`src/rtl/bar_disp_pkg.sv`:
```
package bar_disp_pkg;
  localparam int SEG_N    = 5;
  localparam int FRAME_PH = 10;
  localparam int PH_W     = 4;
  localparam int A_FIRST  = 0;
  localparam int A_LAST   = 2;
  localparam int B_FIRST  = 5;
  localparam int B_LAST   = 7;
  localparam logic [SEG_N-1:0] BANK_A_MASK = 5'b10101;
  localparam logic [SEG_N-1:0] BANK_B_MASK = 5'b01010;

  typedef enum logic [1:0] {TEMP_COLD, TEMP_COOL, TEMP_WARM} temp_band_t;

  function automatic temp_band_t band_of(input logic [3:0] code);
    if (code <= 4'd1)      return TEMP_COLD;
    else if (code <= 4'd3) return TEMP_COOL;
    else                   return TEMP_WARM;
  endfunction
endpackage

```
`src/rtl/bar_tick_gen.sv`:
```
module bar_tick_gen
  import bar_disp_pkg::*;
#(
  parameter int MUX_DIV     = 39062,
  parameter int BLINK_TICKS = 400
) (
  input  logic            clk,
  input  logic            rst_n,
  output logic            step,
  output logic [PH_W-1:0] phase,
  output logic            blink
);
  localparam int DIV_W = (MUX_DIV > 1) ? $clog2(MUX_DIV) : 1;
  localparam int BLK_W = (BLINK_TICKS > 1) ? $clog2(BLINK_TICKS) : 1;

  logic [DIV_W-1:0] div_q, div_d;
  logic [PH_W-1:0]  ph_q, ph_d;
  logic [BLK_W-1:0] blk_q, blk_d;
  logic             blink_q, blink_d;
  logic             step_w;

  assign step_w = (div_q == DIV_W'(MUX_DIV - 1));

  always_comb begin
    div_d   = step_w ? '0 : div_q + 1'b1;
    ph_d    = ph_q;
    blk_d   = blk_q;
    blink_d = blink_q;
    if (step_w) begin
      ph_d = (ph_q == PH_W'(FRAME_PH - 1)) ? '0 : ph_q + 1'b1;
      if (blk_q == BLK_W'(BLINK_TICKS - 1)) begin
        blk_d   = '0;
        blink_d = ~blink_q;
      end else begin
        blk_d = blk_q + 1'b1;
      end
    end
  end

  always_ff @(posedge clk or negedge rst_n) begin
    if (!rst_n) begin
      div_q   <= '0;
      ph_q    <= '0;
      blk_q   <= '0;
      blink_q <= 1'b0;
    end else begin
      div_q   <= div_d;
      ph_q    <= ph_d;
      blk_q   <= blk_d;
      blink_q <= blink_d;
    end
  end

  assign step  = step_w;
  assign phase = ph_q;
  assign blink = blink_q;
endmodule

```
`src/rtl/bar_level_calc.sv`:
```
module bar_level_calc
  import bar_disp_pkg::*;
#(
  parameter int CHG_W = 16
) (
  input  logic [CHG_W-1:0] charge,
  input  logic [CHG_W-1:0] full_ref,
  input  logic [CHG_W-1:0] prog_full,
  input  logic [3:0]       temp_code,
  input  logic             edv_flag,
  output logic [SEG_N-1:0] level,
  output logic             low_batt
);
  localparam int PW = CHG_W + 4;

  logic [PW-1:0] c_ext, c_x3, c_x10, eff, eff_x5, cap_x5, pf_ext;
  temp_band_t    band;

  assign c_ext  = PW'(charge);
  assign pf_ext = PW'(prog_full);
  assign c_x3   = c_ext + (c_ext << 1);
  assign c_x10  = (c_ext << 3) + (c_ext << 1);
  assign band   = band_of(temp_code);

  always_comb begin
    unique case (band)
      TEMP_COLD: eff = c_ext >> 1;
      TEMP_COOL: eff = c_x3 >> 2;
      default:   eff = c_ext;
    endcase
  end

  assign eff_x5 = eff + (eff << 2);
  assign cap_x5 = PW'(full_ref) + (PW'(full_ref) << 2);

  for (genvar k = 1; k <= SEG_N; k++) begin : g_thr
    logic [PW-1:0] thr;
    assign thr        = pf_ext * PW'(k);
    assign level[k-1] = (eff_x5 >= thr) && (cap_x5 >= thr);
  end

  assign low_batt = edv_flag || (c_x10 < pf_ext);
endmodule

```
`src/rtl/bar_on_timer.sv`:
```
module bar_on_timer #(
  parameter int SEC_TICKS = 3200,
  parameter int PUSH_SEC  = 4,
  parameter int HOLD_SEC  = 10
) (
  input  logic clk,
  input  logic rst_n,
  input  logic step,
  input  logic disp_btn,
  input  logic auto_mode,
  input  logic fast_chg,
  input  logic fast_dis,
  output logic disp_on
);
  localparam int PUSH_TICKS = PUSH_SEC * SEC_TICKS;
  localparam int HOLD_TICKS = HOLD_SEC * SEC_TICKS;
  localparam int MAX_TICKS  = (PUSH_TICKS > HOLD_TICKS) ? PUSH_TICKS : HOLD_TICKS;
  localparam int TW         = $clog2(MAX_TICKS + 1);

  logic          btn_q;
  logic [TW-1:0] push_q, push_d, hold_q, hold_d;

  always_comb begin
    push_d = push_q;
    if (btn_q && !disp_btn)            push_d = TW'(PUSH_TICKS);
    else if (step && push_q != '0)     push_d = push_q - 1'b1;

    hold_d = hold_q;
    if (auto_mode && fast_dis)         hold_d = TW'(HOLD_TICKS);
    else if (step && hold_q != '0)     hold_d = hold_q - 1'b1;
  end

  always_ff @(posedge clk or negedge rst_n) begin
    if (!rst_n) begin
      btn_q  <= 1'b1;
      push_q <= '0;
      hold_q <= '0;
    end else begin
      btn_q  <= disp_btn;
      push_q <= push_d;
      hold_q <= hold_d;
    end
  end

  assign disp_on = (push_q != '0) ||
                   (auto_mode && (fast_chg || fast_dis || hold_q != '0));
endmodule

```
`src/rtl/chg_bar_display.sv`:
```
module chg_bar_display
  import bar_disp_pkg::*;
#(
  parameter int CHG_W       = 16,
  parameter int MUX_DIV     = 39062,
  parameter int BLINK_TICKS = 400,
  parameter int SEC_TICKS   = 3200,
  parameter int PUSH_SEC    = 4,
  parameter int HOLD_SEC    = 10
) (
  input  logic             clk,
  input  logic             rst_n,
  input  logic             init_busy,
  input  logic [CHG_W-1:0] charge,
  input  logic [CHG_W-1:0] full_ref,
  input  logic [CHG_W-1:0] prog_full,
  input  logic [3:0]       temp_code,
  input  logic             edv_flag,
  input  logic             fast_chg,
  input  logic             fast_dis,
  input  logic             auto_mode,
  input  logic             disp_btn,
  input  logic             ovr_en,
  input  logic [4:0]       ovr_seg,
  output logic [4:0]       seg_n,
  output logic             com_en
);
  logic            step, blink, disp_on, low_batt;
  logic [PH_W-1:0] phase;
  logic [SEG_N-1:0] level, lit;
  logic            bank_a, bank_b;
  logic [SEG_N-1:0] seg_n_q, seg_n_d;
  logic            com_q, com_d;

  bar_tick_gen #(.MUX_DIV(MUX_DIV), .BLINK_TICKS(BLINK_TICKS)) u_tick (
    .clk(clk), .rst_n(rst_n), .step(step), .phase(phase), .blink(blink));

  bar_level_calc #(.CHG_W(CHG_W)) u_level (
    .charge(charge), .full_ref(full_ref), .prog_full(prog_full),
    .temp_code(temp_code), .edv_flag(edv_flag),
    .level(level), .low_batt(low_batt));

  bar_on_timer #(.SEC_TICKS(SEC_TICKS), .PUSH_SEC(PUSH_SEC), .HOLD_SEC(HOLD_SEC)) u_timer (
    .clk(clk), .rst_n(rst_n), .step(step), .disp_btn(disp_btn),
    .auto_mode(auto_mode), .fast_chg(fast_chg), .fast_dis(fast_dis),
    .disp_on(disp_on));

  assign bank_a = (phase >= PH_W'(A_FIRST)) && (phase <= PH_W'(A_LAST));
  assign bank_b = (phase >= PH_W'(B_FIRST)) && (phase <= PH_W'(B_LAST));

  always_comb begin
    lit    = level;
    lit[0] = low_batt ? blink : level[0];
  end

  always_comb begin
    seg_n_d = '1;
    com_d   = 1'b0;
    if (ovr_en) begin
      seg_n_d = ~ovr_seg;
      com_d   = !init_busy;
    end else if (disp_on && !init_busy && (bank_a || bank_b)) begin
      com_d   = 1'b1;
      seg_n_d = ~(lit & (bank_a ? BANK_A_MASK : BANK_B_MASK));
    end
  end

  always_ff @(posedge clk or negedge rst_n) begin
    if (!rst_n) begin
      seg_n_q <= '1;
      com_q   <= 1'b0;
    end else begin
      seg_n_q <= seg_n_d;
      com_q   <= com_d;
    end
  end

  assign seg_n  = seg_n_q;
  assign com_en = com_q;
endmodule

```
`config.mk`:
```
export PLATFORM = sky130hd
export DESIGN_NAME = chg_bar_display
export DESIGN_NICKNAME = d
export VERILOG_FILES = /design/src/rtl/bar_disp_pkg.sv /design/src/rtl/bar_tick_gen.sv /design/src/rtl/bar_level_calc.sv /design/src/rtl/bar_on_timer.sv /design/src/rtl/chg_bar_display.sv
export SDC_FILE = /design/constraint.sdc
export NUM_CORES = 1
export LEC_CHECK = 0
export ABC_AREA = 1
export BUFFER_PORTS_ARGS = -buffer_cell sky130_fd_sc_hd__buf_2
export CORE_ASPECT_RATIO = 1.75
export CORE_MARGIN = 2
export CORE_UTILIZATION = 30
export CTS_CLUSTER_DIAMETER = 200
export DETAILED_ROUTE_END_ITERATION = 7
export PLACE_DENSITY = 0.46
export SYNTH_ARGS = -nofsm -noshare
export SYNTH_HDL_FRONTEND = slang
export SYNTH_SLANG_ARGS = --single-unit
```
`constraint.sdc`:
```
create_clock -name clk -period 4.4 [get_ports clk]
set_input_delay 0 -clock clk [delete_from_list [all_inputs] [get_ports clk]]
set_output_delay 0 -clock clk [all_outputs]
set_load 0.05 [all_outputs]
```
# Yosys cells after proc, flatten, opt, wreduce, memory -nomap -nowiden
# Cells that the tools add are included.
word_totals:
  out_inout_bits: 6
  ff_bits: 67
  in_bits: 66
  elab_cells: 88
op_classes:
  eq_ne: 4
  n_lt_le_gt_ge: 17
  n_reduce_logical: 27
  bitwise: 4
  multipliers: 2
  add_sub_neg: 9
  n_mux: 16
op_table:
  columns: ["op", "count"]
  rows:
  - ["$ge A20 B20 Y1", 4]
  - ["$mux W15", 4]
  - ["$ge A20 B16 Y1", 2]
  - ["$ge A20 B17 Y1", 2]
  - ["$ge A20 B18 Y1", 2]
  - ["$pmux W18 S2", 1]
  - ["$reduce_bool A15 Y1", 2]
  - ["$sub A15 B1 Y15 const B", 2]
  - ["$add A18 B20 Y20", 1]
  - ["$add A19 B17 Y20", 1]
  - ["$lt A20 B16 Y1", 1]
  - ["$add A16 B18 Y19", 1]
  - ["$mul A16 B3 Y19 const B", 1]
  - ["$add A16 B17 Y18", 1]
  - ["$mul A16 B2 Y18 const B", 1]
  - ["$add A16 B1 Y16 const B", 1]
  - ["$eq A16 B16 Y1 const B", 1]
  - ["$mux W16", 1]
  - ["$mux W5", 3]
  - ["$logic_and A1 B1 Y1", 14]
  - ["$not A5 Y5", 2]
  - ["$add A9 B1 Y9 const B", 1]
  - ["$eq A9 B9 Y1 const B", 1]
  - ["$mux W9", 1]
  - ["other kinds (18)", 28]

# Depth between registers and ports, before layout
# Gate-level depths: netlist of run 1.
logic_depth:
  word_depth: 13
  depth_mapped: 34
  depth_no_buf: 34

# Cells and area by module
# From an unflattened synthesis of run 1, not the netlist that was laid out.
hier_totals:
  hier_cells: 1927
  hier_area_um2: 13013.7
by_module_without_submodules:
  columns: ["module", "n_inst", "cells_each", "seq_area_each_um2", "area_per_inst_um2"]
  rows:
  - ["bar_level_calc", 1, 1353, 0.0, 8908.5]
  - ["bar_on_timer", 1, 290, 777.0, 2024.4]
  - ["bar_tick_gen", 1, 248, 750.7, 1771.7]
  - ["chg_bar_display", 1, 36, 156.4, 309.0]

# Worst setup path before layout of run 1
# No wires, ideal clock.
synth_path:
  kind: "input-to-reg"
  from: "in temp_code[2]"
  to: "reg seg_n_q[0], in the netlist seg_n[0]"
  path_buffers: 1
  setup_time_ns: 0.068
  required_ns: 4.332
  setup_slack_ns: 0.402
  cell_stages: 30
  arrival_ns: 3.930
  cell_sequence: "nor2_4 -> inv_2 -> nor2_2 -> buf_2 -> inv_1 -> a21oi_1 -> o21ai_0 -> nand2_1 -> o21ai_0 -> inv_1 -> ha_1 -> inv_1 -> fa_1 -> inv_1 -> nand4_1 -> nand4_1 -> a21oi_1 -> o21ai_0 -> nand4_1 -> o2111ai_1 -> xor2_1 -> ha_1 -> inv_1 -> nor3_1 -> a211o_1 -> a21oi_1 -> nand3_1 -> o21bai_1 -> nand2_1 -> a21oi_2"
synth_between:
  elab_chain_len: 13
  elab_cells_between_ends: 15
  classes_between: "add/sub: 1; order compare: 3; eq/ne: 1; mux: 6; bitwise: 2; reduce/logical: 2"
synth_rtl:
  columns: ["element", "line", "source"]
  rows:
  - ["start, declared", "chg_bar_display.sv:17", "input logic [3:0] temp_code,"]
  - ["$le A4 B2 Y1", "bar_disp_pkg.sv:16", "else if (code <= 4'd3) return TEMP_COOL;"]
  - ["$mux W2", "bar_disp_pkg.sv:16", null]
  - ["$mux W2 (*)", "bar_disp_pkg.sv:15", "if (code <= 4'd1) return TEMP_COLD;"]
  - ["$eq A2 B1 Y1 / $logic_not A2 Y1 (equally long branches)", "bar_level_calc.sv:26", "unique case (band)"]
  - ["$pmux W18 S2 (*)", "bar_level_calc.sv:26", null]
  - ["$add A18 B20 Y20 (*)", "bar_level_calc.sv:33", "assign eff_x5 = eff + (eff << 2);"]
  - ["$ge A20 B16 Y1 (*)", "bar_level_calc.sv:39", "assign level[k-1] = (eff_x5 >= thr) && (cap_x5 >= thr);"]
  - ["$logic_and A1 B1 Y1 (*)", "bar_level_calc.sv:39", null]
  - ["$mux W1 (*)", "chg_bar_display.sv:53", "lit[0] = low_batt ? blink : level[0];"]
  - ["$and A5 B5 Y5 (*)", "chg_bar_display.sv:64", "seg_n_d = ~(lit & (bank_a ? BANK_A_MASK : BANK_B_MASK));"]
  - ["$not A5 Y5 (*)", "chg_bar_display.sv:64", null]
  - ["$mux W5 (*)", "chg_bar_display.sv:62", "end else if (disp_on && !init_busy && (bank_a || bank_b)) begin"]
  - ["$mux W5 (*)", "chg_bar_display.sv:59", "if (ovr_en) begin"]
  - ["net seg_n_d[0]", "chg_bar_display.sv:32", "logic [SEG_N-1:0] seg_n_q, seg_n_d;"]
  - ["end signal, assigned", "chg_bar_display.sv:73", "seg_n_q <= seg_n_d;"]
  - ["end, declared", "chg_bar_display.sv:32", null]
# The timed path passes the listed nets; every way through them passes the cells marked *.
# A chain may end at the register's enable or synchronous reset.

# Worst setup path in the final report of run 1
layout_path:
  from: "in charge[2]"
  to: "reg seg_n_q[1], in the netlist seg_n[1]"
layout_between:
  elab_chain_len: 9
layout_rtl:
  columns: ["element", "line", "source"]
  rows:
  - ["start, declared", "chg_bar_display.sv:14", "input logic [CHG_W-1:0] charge,"]
  - ["$add A16 B17 Y18", "bar_level_calc.sv:21", "assign c_x3 = c_ext + (c_ext << 1);"]
  - ["$pmux W18 S2 (*)", "bar_level_calc.sv:26", null]
  - ["$add A18 B20 Y20 (*)", "bar_level_calc.sv:33", null]
  - ["$ge A20 B17 Y1 (*)", "bar_level_calc.sv:39", null]
  - ["$logic_and A1 B1 Y1 (*)", "bar_level_calc.sv:39", null]
  - ["$and A5 B5 Y5 (*)", "chg_bar_display.sv:64", null]
  - ["$not A5 Y5 (*)", "chg_bar_display.sv:64", null]
  - ["$mux W5 (*)", "chg_bar_display.sv:62", null]
  - ["$mux W5 (*)", "chg_bar_display.sv:59", null]
  - ["net seg_n_d[1]", "chg_bar_display.sv:32", null]
# Marked as above.

==> results of run 1 <==
[metal layers]
metal  vias up  part of all wire [%]  GRT usage (%)
li1       6263                     -              -
met1      5534                    35          16.96
met2       155                    58          40.42
met3        78                   1.8          1.586
met4        10                   4.9          8.571
met5         -                  0.14              0
[layout by cell type, fill, tap and decap left out, types with 8 or more instances in the layout]
cell type      Yosys  layout
a211oi_1          12      12
a21oi_2            4      15
inv_2              7       8
a31oi_1           11      11
nor2_2             9       9
buf_2              1      69
dfrtp_1           61      61
nand2_1          314     308
inv_1            237     236
nand4_1           51      51
o21ai_0           68      64
ha_1             286     280
dlygate4sd3_1      0      10
clkbuf_16          0       9
a21oi_1          187     176
o21bai_1          11      11
nor3_1            34      34
nand3_1           75      73
nor2_1           129     129
xor2_1            71      67
o21ai_1            8      11
xnor2_1           11      11
buf_4              0      83
nand2_2           18      24
[tightest hold or removal path: cells and delay by family]
family | cells | cell delay [ns]
AO/OA/AOI/OAI | 1 | 0.03
buffers and inverters | 2 | 0.24
AND/OR/NAND/NOR | 1 | 0.07
[sequential cells by signal, summed over array words and instances (netlist names)]
| name | count |
|---|---|
| u_tick.div_q | 16 |
| u_timer.hold_q | 15 |
| u_timer.push_q | 15 |
| u_tick.blk_q | 9 |
| seg_n | 5 |
| u_tick.phase | 4 |
| com_en | 1 |
| u_tick.blink | 1 |
| u_timer.btn_q | 1 |
[worst paths after layout]
kind	cells past startpoint	slack, ns	to
worst max register to register	11	1.93	u_timer.push_q[12]
worst min-delay path	4	0.01	seg_n[0]
worst min register to register	1	0.47	u_timer.hold_q[5]
worst max-delay path	27	0.35	seg_n[1]
max in group asynchronous	3	3.28	u_tick.div_q[8]
min in group asynchronous	2	0.09	u_timer.push_q[12]
[timing repair]
action	in CTS	in global routing
buffers inserted	0	2
hold buffers	10	0
gates resized for setup	0	39
endpoints found under the setup margin	0	5
endpoints found under the hold margin	19	0
[area by class of cell]
cell class              count  area (um2)  share of cell area (%)
multi-input cells        1404        9724                   68.03
flip-flops and latches     67        1684                   11.78
repair buffers            163        1076                   7.527
inverters                 245       919.6                   6.433
well taps                 495       619.3                   4.333
clock buffers              10       229.0                   1.602
clock inverters             6       42.54                  0.2976
[cells by family (layout without fill, tap and decap cells)]
family	after synthesis	count (layout)	share of synthesized area, %
fa+ha+maj	292	292	30.36
simple gates	675	675	25.44
buf+inv	252	424	7.848
xor+xnor	82	82	5.896
flops	67	67	13.83
compound gates	355	355	16.62
[power by group through the flow]
stage               sequential, W  combinational [W]  clock (W)
floorplan                0.000704            0.00177          0
global placement         0.000694            0.00270          0
detailed placement       0.000694            0.00275          0
CTS                      0.000684            0.00277   0.000687
global route             0.000689            0.00320   0.000714
finish                   0.000684            0.00280   0.000663
[through the flow]
stage,utilization [%],cells,total power [W],cell area [um2]
after floorplan,-,1723,0.002475,12180
after global placement,34.26,2362,0.003389,13720
after detailed placement,34.26,2362,0.003443,13720
after CTS,35.19,2388,0.004140,14090
after global routing,35.69,2390,0.004606,14300
final,35.69,2390,0.004148,14300
==> impl_results.md, run 1 <==
* Setup violations, final at 0
* Peak supply drop at 0.0001911 V
* Post-route setup slack at 0.3508 ns
* CTS root buffer: clkbuf_16
* Antenna violations before repair at 5
* FF-to-FF Start: u_timer.btn_q
* Clk slew on worst S/H paths at 0.06 ns
* CTS Buffer Depth at 2
* Switching power of the nets at 0.001997 W
* Post-synth top area share at 29.38%
* Critical Path AT at 4.31 ns
* GRT Total Usage at 18.87%
* Area grow syn2layout at 17.36%
* Final wirelength at 39290 um
* Vias at 12040
* Most frequent CP cell: nand2_1
* Clock sink count at 67
* Max_cap viols at 0
* Yosys top cell by area: ha_1
* Final critical-path share of the clock period at 92.03%
* Die area at 42290 um2
* Drt first pass iters at 8
* Comb pwr share at 67.5%
* WL/cell at 16.44 um
* Gp weighted congestion at 0.8571
* Die Ht at 270.6 um
* Num CTS Buffers at 9
* Initial Util at 30.41%
* Layout cells sized above 1 at 14.67%
* I/O pins at 72
* Cell family with most CP delay: simple AND/OR/NAND/NOR gates
* Sw frac at 48.15%
* Post-synth EDFFs at 0
* Critical path capture point type: flop
* Hold Slack at 0.01134 ns
* Layout Nets at 2248
* CP max stage delay at 0.39 ns
* Power Dens Cells at 290.1 nW/um2
* Setup crit start: charge[2]
* Final setup TNS at 0 ns
* Rows at 97
* Top-count cell post-synth: nand2_1
* Hold/Removal Path Class: in -> reg
* Die Span X at 156.3 um
* Post-Synthesis Cell Area at 12180 um2
* Port Buf Inserts at 70
* Skew final at 0.01213 ns
* Leakage at 7.439 nW
* Worst Hold Launch: ovr_en
* FF+latch count, synth at 67
* Ys async rst share at 100.0%
* CORE AREA at 40050 um2
* Count of cell types in the netlist at 64
* Top post-synthesis cells by area: ha_1 (29%), dfrtp_1 (13%), nand2_1 (9.7%)
* Data required time of the critical path at 4.66 ns
* Gate Count Post-Synth at 1723
* Pint at 0.002150 W
* ANT nets after route at 0
* Startpoint types: input port
* Largest net degree at the start of global routing at 56
* H-tree depth at 3
* Yosys warns at 0
* DP Worst Slack at -0.2790 ns
* # DRC at 0
* CTS tree: done
* CP bufs+invs at 6
* Timing-limited maximum frequency at 0.2470 GHz
* N_diodes at 0
* Vias per cell at 5.038
* Max-slew violations at 0
* Slowest-stage cell, CP: fa_2
* Post-synthesis sequential area ratio at 13.83%
* Worst slew pin tran at 0.8242 ns
* Sequential share of power at 16.5%
* Post-detail-place hpwl at 34080 um
* Total gr overflow at 0
* Syn_nets at 2081
* Number of global-route vias before repair at 12699
* First-pass GRT wire length at 62780 um
* Hold Vio Cnt, Final at 0
* Main synth FF type: dfrtp_1
* Initial drt markers at 339
* Status: finished clean
* Top cells by count, synth: nand2_1 (314), ha_1 (286), inv_1 (237), a21oi_1 (187), nor2_1 (129)
* Fill cells at 4318
* Crit Path Max Fanout at 5
* Slew HR at 44.85%
* Worst-Skew Late Latency at 0.34 ns
* Mean post-synth cell area at 7.069 um2
* CP Class: in -> reg
* Final critical-path required period at 4.049 ns
* Clock network fraction of total power at 16.0%
No activity file was read; power rests on OpenSTA's default activity.
==> run 2: changes to the inputs <==
- ABC_AREA: 1 -> not set
- GPL_ROUTABILITY_DRIVEN: not set -> 0
==> impl_results.md, run 2 <==
* Status: finished clean
* I/O pins at 72 (unchanged)
* # DRC at 0 (unchanged)
* Port Buf Inserts at 70 (unchanged)
* Post-route setup slack at 0.1178 ns (-0.2330 ns)
* Max reg flops at 16 (unchanged)
* Total power at 0.004255 W (+2.6%)
* Vias per cell at 5.144 (+2.1%)
* Hold path cells at 3 (-1)
* Crit-path cells: buf_8 -> ha_4 -> a21oi_2 -> o21bai_1 -> a221oi_2 -> buf_4 -> o211ai_1 -> a21oi_2 -> xnor2_1 -> mux2i_1 -> o21ai_2 -> ha_4 -> a21oi_4 -> a2bb2oi_4 -> o21ai_4 -> o21a_1 -> nor3_4 -> a31oi_2 -> ha_1 -> nand4_1 -> or4_4 -> o21ai_2 -> a31o_2 -> a32oi_1
* Post-layout util at 38.61% (+2.9 points)
* Crit Path Max Fanout at 3 (-2)
* Top post-synthesis cells by area: ha_1 (31%), dfrtp_1 (13%), xnor2_1 (5.5%)
* GRT Total Usage at 17.03% (-1.8 points)
* Yosys top cell by area: ha_1
* CTS tree: done
* Ys async rst share at 100.0% (unchanged)
* Slowest-stage cell, CP: or4_4
* Clock sink count at 67 (unchanged)
* Antenna violations before repair at 0 (-5)
* Fill cells at 3884 (-10%)
* Post-synth EDFFs at 0 (unchanged)
* Count of cell types in the netlist at 78 (+22%)
* Critical Path AT at 4.53 ns (+0.22 ns)
* Most common cell after layout, fill and taps aside: ha_1
* Top-count cell post-synth: ha_1
* Regs by FF count: u_tick.div_q (16), u_timer.hold_q (15), u_timer.push_q (15)
* Largest net degree at the start of global routing at 56 (unchanged)
* Worst Hold Launch: ovr_seg[1]
* Vias at 10725 (-11%)
* Layout Nets at 1958 (-13%)
* Drt first pass iters at 4 (-4)
* Top cells by count, synth: ha_1 (286), nor2_1 (113), o21ai_0 (98), a21oi_1 (95), nand2_1 (83)
* Area grow syn2layout at 27.10%
* Yosys warns at 0 (unchanged)
* WL/cell at 16.07 um (-2.2%)
* Clk slew on worst S/H paths at 0.05 ns (about the same)
* FF-to-FF Start: u_tick.div_q[1]
* Initial Util at 30.38% (-0.033 points)
* Largest Register: u_tick.div_q
* Total gr overflow at 0 (unchanged)
* Die Span X at 151.6 um (-3.0%)
* Hold/Removal Path Class: in -> reg
* CP Class: in -> reg
* Timing-limited maximum frequency at 0.2335 GHz (-5.4%)
* Setup violations, final at 0 (unchanged)
* Rows at 94 (-3.1%)
* Worst-Skew Late Latency at 0.33 ns (about the same)
* CTS root buffer: clkbuf_16
* Most frequent cells in the layout: ha_1 (266), buf_4 (156), nor2_1 (110)
* Skew final at 0.007362 ns (-0.004768 ns)
* Die area at 39750 um2 (-6.0%)
* CTS Buffer Depth at 2 (unchanged)
* Worst slew pin tran at 0.8146 ns (-0.009649 ns)
* Leakage at 7.073 nW (-4.9%)
* Syn_nets at 1720 (-17%)
* N_diodes at 0 (unchanged)
* Startpoint types: input port
* DP Worst Slack at -0.7599 ns (-0.4809 ns)
* First-pass GRT wire length at 54920 um (-13%)
* Final setup TNS at 0 ns (unchanged)
* Post-Synthesis Cell Area at 11430 um2 (-6.1%)
* Max_cap viols at 0 (unchanged)
* CORE AREA at 37640 um2 (-6.0%)
* Final critical-path share of the clock period at 97.32% (+5.3 points)
* Post-synth top area share at 31.30% (+1.9 points)
* Post-detail-place hpwl at 28530 um (-16%)
* Main synth FF type: dfrtp_1
* Worst reg-to-reg path cell count at 12 (+1)
* Peak supply drop at 0.0001721 V (-9.9%)
* Die Ht at 262.3 um (-3.1%)
* H-tree depth at 3 (unchanged)
* Final wirelength at 33500 um (-15%)
* Hold Vio Cnt, Final at 0 (unchanged)
* FF+latch count, synth at 67 (unchanged)
* Worst R2R Setup Slack at 0.89 ns (-1.04 ns)
* Critical path capture point type: flop
* Number of global-route vias before repair at 11025 (-13%)
* Mean post-synth cell area at 8.395 um2 (+19%)
* Max-slew violations at 0 (unchanged)
* Area taken by multi-input logic gates at 10000 um2 (+2.9%)
* Slew HR at 45.58% (+0.73 points)
* Sequential Area at 1684 um2 (unchanged)
* Layout cells sized above 1 at 21.93% (+7.3 points)
* RSZ-0062 raised after global routing: yes
* Gate Count Post-Synth at 1362 (-21%)
* Power Dens Cells at 292.8 nW/um2 (+0.91%)
* Post-synthesis sequential area ratio at 14.73% (+0.90 points)
* CP max stage delay at 0.56 ns (+0.17 ns)
* Data required time of the critical path at 4.65 ns (about the same)
* FF-to-FF End: u_timer.push_q[9]
* Final critical-path required period at 4.282 ns (+0.2330 ns)
* Num CTS Buffers at 9 (unchanged)
* Initial drt markers at 242 (-29%)
* Worst Hold Endpoint: seg_n[1]
* ANT nets after route at 0 (unchanged)
==> run 2: cell types whose count changed in the layout (fill, tap and decap cells not counted), moves of 20 or more <==
cell     before  now
nand2_1     308   81
inv_1       236   71
a21oi_1     176   84
buf_4        83  156
a21o_1        6   63
xnor2_1      11   67
nand3_1      73   25
nand4_1      51   22
xor2_1       67   40
o21a_1        5   30
nand2_2      24    2
nor2b_1       0   20
==> run 2: critical path, delay by kind of cell <==
kind | cells | cell delay [ns]
xor+xnor | 1 | 0.13
simple gates | 3 | 0.84
compound gates | 14 | 2.33
mux | 1 | 0.11
buf+inv | 2 | 0.28
fa+ha+maj | 3 | 0.81
==> run 2: logic make-up (layout without fill, tap and decap cells) <==
| group | after synthesis | count (layout) | share of synthesized area, % |
|---|---|---|---|
| mux | 14 | 14 | 1.237 |
| flops | 67 | 67 | 14.73 |
| simple gates | 385 | 385 | 17.04 |
| fa+ha+maj | 292 | 292 | 32.35 |
| xor+xnor | 113 | 113 | 8.656 |
| compound gates | 405 | 405 | 23.17 |
| buf+inv | 86 | 329 | 2.823 |
==> run 2: layer usage <==
metal / global-route usage, % / vias to the layer above / wire length [um]
met2: 35.07 / 108 / 19170
met3: 0.7304 / 41 / 543
li1: - / 5562 / -
met4: 5.005 / 0 / 860
met1: 17.83 / 5014 / 12930
met5: 0 / - / 0
==> run 2: what timing repair did <==
| item | in CTS | in global routing |
|---|---|---|
| setup buffers | 1 | 7 |
| resized for setup | 40 | 85 |
| hold endpoints to repair | 18 | 0 |
| endpoints found under the setup margin | 5 | 5 |
| hold buffers | 9 | 0 |
| pin swaps | 17 | 41 |
==> run 2: worst max path at each step <==
stage	slack (ns)	endpoint	start
floorplan	0.03	seg_n[0]	charge[4]
global placement	-0.63	seg_n[4]	charge[4]
detailed placement	-0.76	seg_n[4]	charge[4]
CTS	0.009	seg_n[3]	charge[2]
global route	-0.13	seg_n[3]	charge[4]
finish	0.12	seg_n[4]	charge[4]
==> run 2: through the flow <==
step,area (um2),hold slack (ns),instances
4_1_cts,14060,0.006243,2079
6_report,14530,0.01411,2085
5_1_grt,14530,0.03363,2085
3_3_place_gp,13530,-0.09807,2053
3_5_place_dp,13530,-0.08965,2053
2_1_floorplan,11450,-0.2956,1362
==> run 2: cell type report <==
type,count,area share [%]
Timing Repair Buffer,238,11.62
Inverter,75,1.937
Clock inverter,2,0.06888
Sequential cell,67,11.59
Tap cell,480,4.133
Clock buffer,14,1.817
Multi-Input combinational cell,1209,68.83
==> run 2: where the power goes <==
part | switching [W] | internal (W) | leakage [nW]
Sequential | 0.0000417 | 0.000663 | 0.848
Clock | 0.000254 | 0.000411 | 0.137
Combinational | 0.00151 | 0.00138 | 6.09
==> run 3: changes to the inputs <==
- CTS_BUF_LIST: not set -> sky130_fd_sc_hd__clkbuf_8
- GPL_ROUTABILITY_DRIVEN: 0 -> 1
- HOLD_SLACK_MARGIN: not set -> 0.15
==> impl_results.md, run 3 (synthesized netlist as in run 2, its figures left out) <==
* FF-to-FF Start: u_timer.hold_q[7]
* # placed instances at 2053 (unchanged)
* Worst Hold Launch: fast_dis
* Vias per cell at 5.146 (about the same)
* Power Dens Cells at 282.4 nW/um2 (-3.6%)
* Clock sink count at 67 (unchanged)
* Peak supply drop at 0.0001317 V (-23%)
* Final Cell Area at 14510 um2 (-0.17%)
* GRT Total Usage at 16.95% (-0.082 points)
* Leakage at 7.056 nW (-0.23%)
* RSZ-0062 raised after global routing: yes
* Clk slew on worst S/H paths at 0.07 ns (+0.02 ns)
* Layout Nets at 1962 (+0.20%)
* First-pass GRT wire length at 54800 um (-0.23%)
* Most common cell after layout, fill and taps aside: ha_1
* Final cell count without fillers at 2089 (+0.19%)
* Regs by FF count: u_tick.div_q (16), u_timer.hold_q (15), u_timer.push_q (15)
* CP max stage delay at 0.55 ns (about the same)
* Pint at 0.002290 W (-6.5%)
* Critical path capture point type: flop
* Routed met3 length at 503 um (-7.4%)
* N_diodes at 0 (unchanged)
* Antenna violations before repair at 0 (unchanged)
* CTS Buffer Depth at 2 (unchanged)
* Sw frac at 44.10% (+1.7 points)
* Slowest-stage cell, CP: or4_4
* Worst Hold Endpoint: u_timer.hold_q[0]
* Hold path cells at 3 (unchanged)
* FF-to-FF End: seg_n[0]
* Final wirelength at 33460 um (-0.14%)
* Status: finished clean
* Levels on crit path at 24 (unchanged)
* Startpoint types: input port
* Total gr overflow at 0 (unchanged)
* Drt first pass iters at 5 (+1)
* Vias at 10751 (+0.24%)
* Hold Vio Cnt, Final at 0 (unchanged)
* Rows at 94 (unchanged)
* Worst slew pin tran at 0.8525 ns (+0.03793 ns)
* Critical Path AT at 4.56 ns (+0.03 ns)
* WL/cell at 16.02 um (-0.33%)
* Initial drt markers at 300 (+24%)
* Final critical-path share of the clock period at 97.44% (+0.12 points)
* WL met2 at 19120 um (-0.27%)
* Crit Path Max Fanout at 4 (+1)
* Sequential share of power at 17.2% (+0.6 points)
* CP Class: in -> reg
* Skew final at 0.01047 ns (+0.003108 ns)
* Switching power of the nets at 0.001806 W (+0.11%)
* Final critical-path required period at 4.287 ns (+0.005185 ns)
* Max_cap viols at 0 (unchanged)
* CTS tree: done
* DR top layer: met4
* Num CTS Buffers at 9 (unchanged)
* Worst-Skew Late Latency at 0.35 ns (+0.02 ns)
* Die area at 39750 um2 (unchanged)
* Dpl cell area at 13530 um2 (unchanged)
* Data required time of the critical path at 4.68 ns (+0.03 ns)
* Layout cells sized above 1 at 21.94% (about the same)
* ANT nets after route at 0 (unchanged)
* Clock network fraction of total power at 11.1% (-4.5 points)
* Area grow syn2layout at 26.88%
* Hold/Removal Path Class: in -> reg
* Worst reg-to-reg path cell count at 10 (-2)
* I/O pins at 72 (unchanged)
* Largest Register: u_tick.div_q
* CP bufs+invs at 5 (+3)
* Initial Util at 30.38% (unchanged)
* Setup violations, final at 0 (unchanged)
* Met1 wire length at 12970 um (+0.36%)
* Comb pwr share at 71.7% (+3.9 points)
* Post-detail-place hpwl at 28530 um (unchanged)
* CTS root buffer: clkbuf_8
* Gp weighted congestion at 0.8701
* Worst R2R Setup Slack at 0.77 ns (-0.12 ns)
* Number of global-route vias before repair at 11065 (+0.36%)
* Cell family with most CP delay: compound AO/OA/AOI/OAI gates
* Die Ht at 262.3 um (unchanged)
* Max-slew violations at 0 (unchanged)
* Port Buf Inserts at 70 (unchanged)
* Timing-limited maximum frequency at 0.2332 GHz (-0.12%)
* Largest net degree at the start of global routing at 56 (unchanged)
* Most frequent cells in the layout: ha_1 (268), buf_4 (153), nor2_1 (109)
* Die Span X at 151.6 um (unchanged)
* CORE AREA at 37640 um2 (unchanged)
* # DRC at 0 (unchanged)
* Crit-path cells: buf_6 -> ha_4 -> nand4_1 -> a211oi_2 -> nor3_4 -> buf_6 -> xnor2_2 -> mux2i_1 -> o21ai_2 -> ha_2 -> or4_4 -> o22ai_4 -> buf_6 -> xnor2_1 -> buf_4 -> ha_1 -> a21o_1 -> a21o_1 -> a21o_1 -> buf_4 -> nor2_1 -> o31ai_2 -> a211oi_2 -> a2bb2oi_2
* H-tree depth at 3 (unchanged)
* Max reg flops at 16 (unchanged)
* Slew HR at 43.05% (-2.5 points)
==> run 3: changes by cell type in the layout (fill, tap and decap cells not counted), sizes merged <==
cell         previous run  this run
inv                    74        77
dlygate4sd3             9        15
buf                   229       227
clkbuf                 14        11
==> run 3: repair_timing <==
action	in CTS	in global routing
setup buffers	0	6
endpoints found under the hold margin	89	0
endpoints found under the setup margin	5	5
resized for setup	29	106
hold buffers	15	0
pin swaps	13	56
==> run 3: tightest hold or removal path: stages <==
cell and delay (ns):
buf_2 0.11, and2_1 0.26, nor2_1 0.14
==> run 3: how the worst max path moves through the flow <==
stage          startpoint       end
2_1_floorplan   charge[4]  seg_n[0]
3_3_place_gp    charge[4]  seg_n[4]
3_5_place_dp    charge[4]  seg_n[4]
4_1_cts         charge[4]  seg_n[3]
5_1_grt         charge[5]  seg_n[3]
6_report        charge[2]  seg_n[2]
==> run 3: stage by stage <==
step	setup slack, ns	setup TNS [ns]	hold slack, ns	utilization, %	total power, W
CTS	0.003071	0	0.1994	37.08	0.003924
detailed placement	-0.7599	-3.234	-0.08965	35.94	0.003381
global placement	-0.6256	-2.746	-0.09807	35.94	0.003331
floorplan	0.02637	0	-0.2956	-	0.002419
finish	0.1126	0	0.2104	38.54	0.004096
global route	-0.1404	-0.4635	0.2406	38.54	0.004527
==> run 3: layout make-up <==
type                       count  area (um2)
fill                        3879       23130
multi-input combinational   1209       10020
timing repair buffer         242        1744
sequential                    67        1684
tap                          480       600.6
inverter                      75       284.0
clock buffer                  11       151.4
clock inverter                 5       21.27
==> run 3: power by group through the flow <==
stage / Sequential, W / Clock (W) / Combinational (W)
global route: 0.000709 / 0.000498 / 0.00332
CTS: 0.000705 / 0.000479 / 0.00274
detailed placement: 0.000715 / 0 / 0.00267
global placement: 0.000713 / 0 / 0.00262
finish: 0.000704 / 0.000456 / 0.00294
floorplan: 0.000726 / 0 / 0.00169
==> run 3: routing by layer <==
| layer | up-vias | track usage [%] |
|---|---|---|
| met1 | 5028 | 17.78 |
| met2 | 108 | 34.85 |
| met3 | 43 | 0.7652 |
| met4 | 0 | 4.930 |
| met5 | - | 0 |
| li1 | 5572 | - |
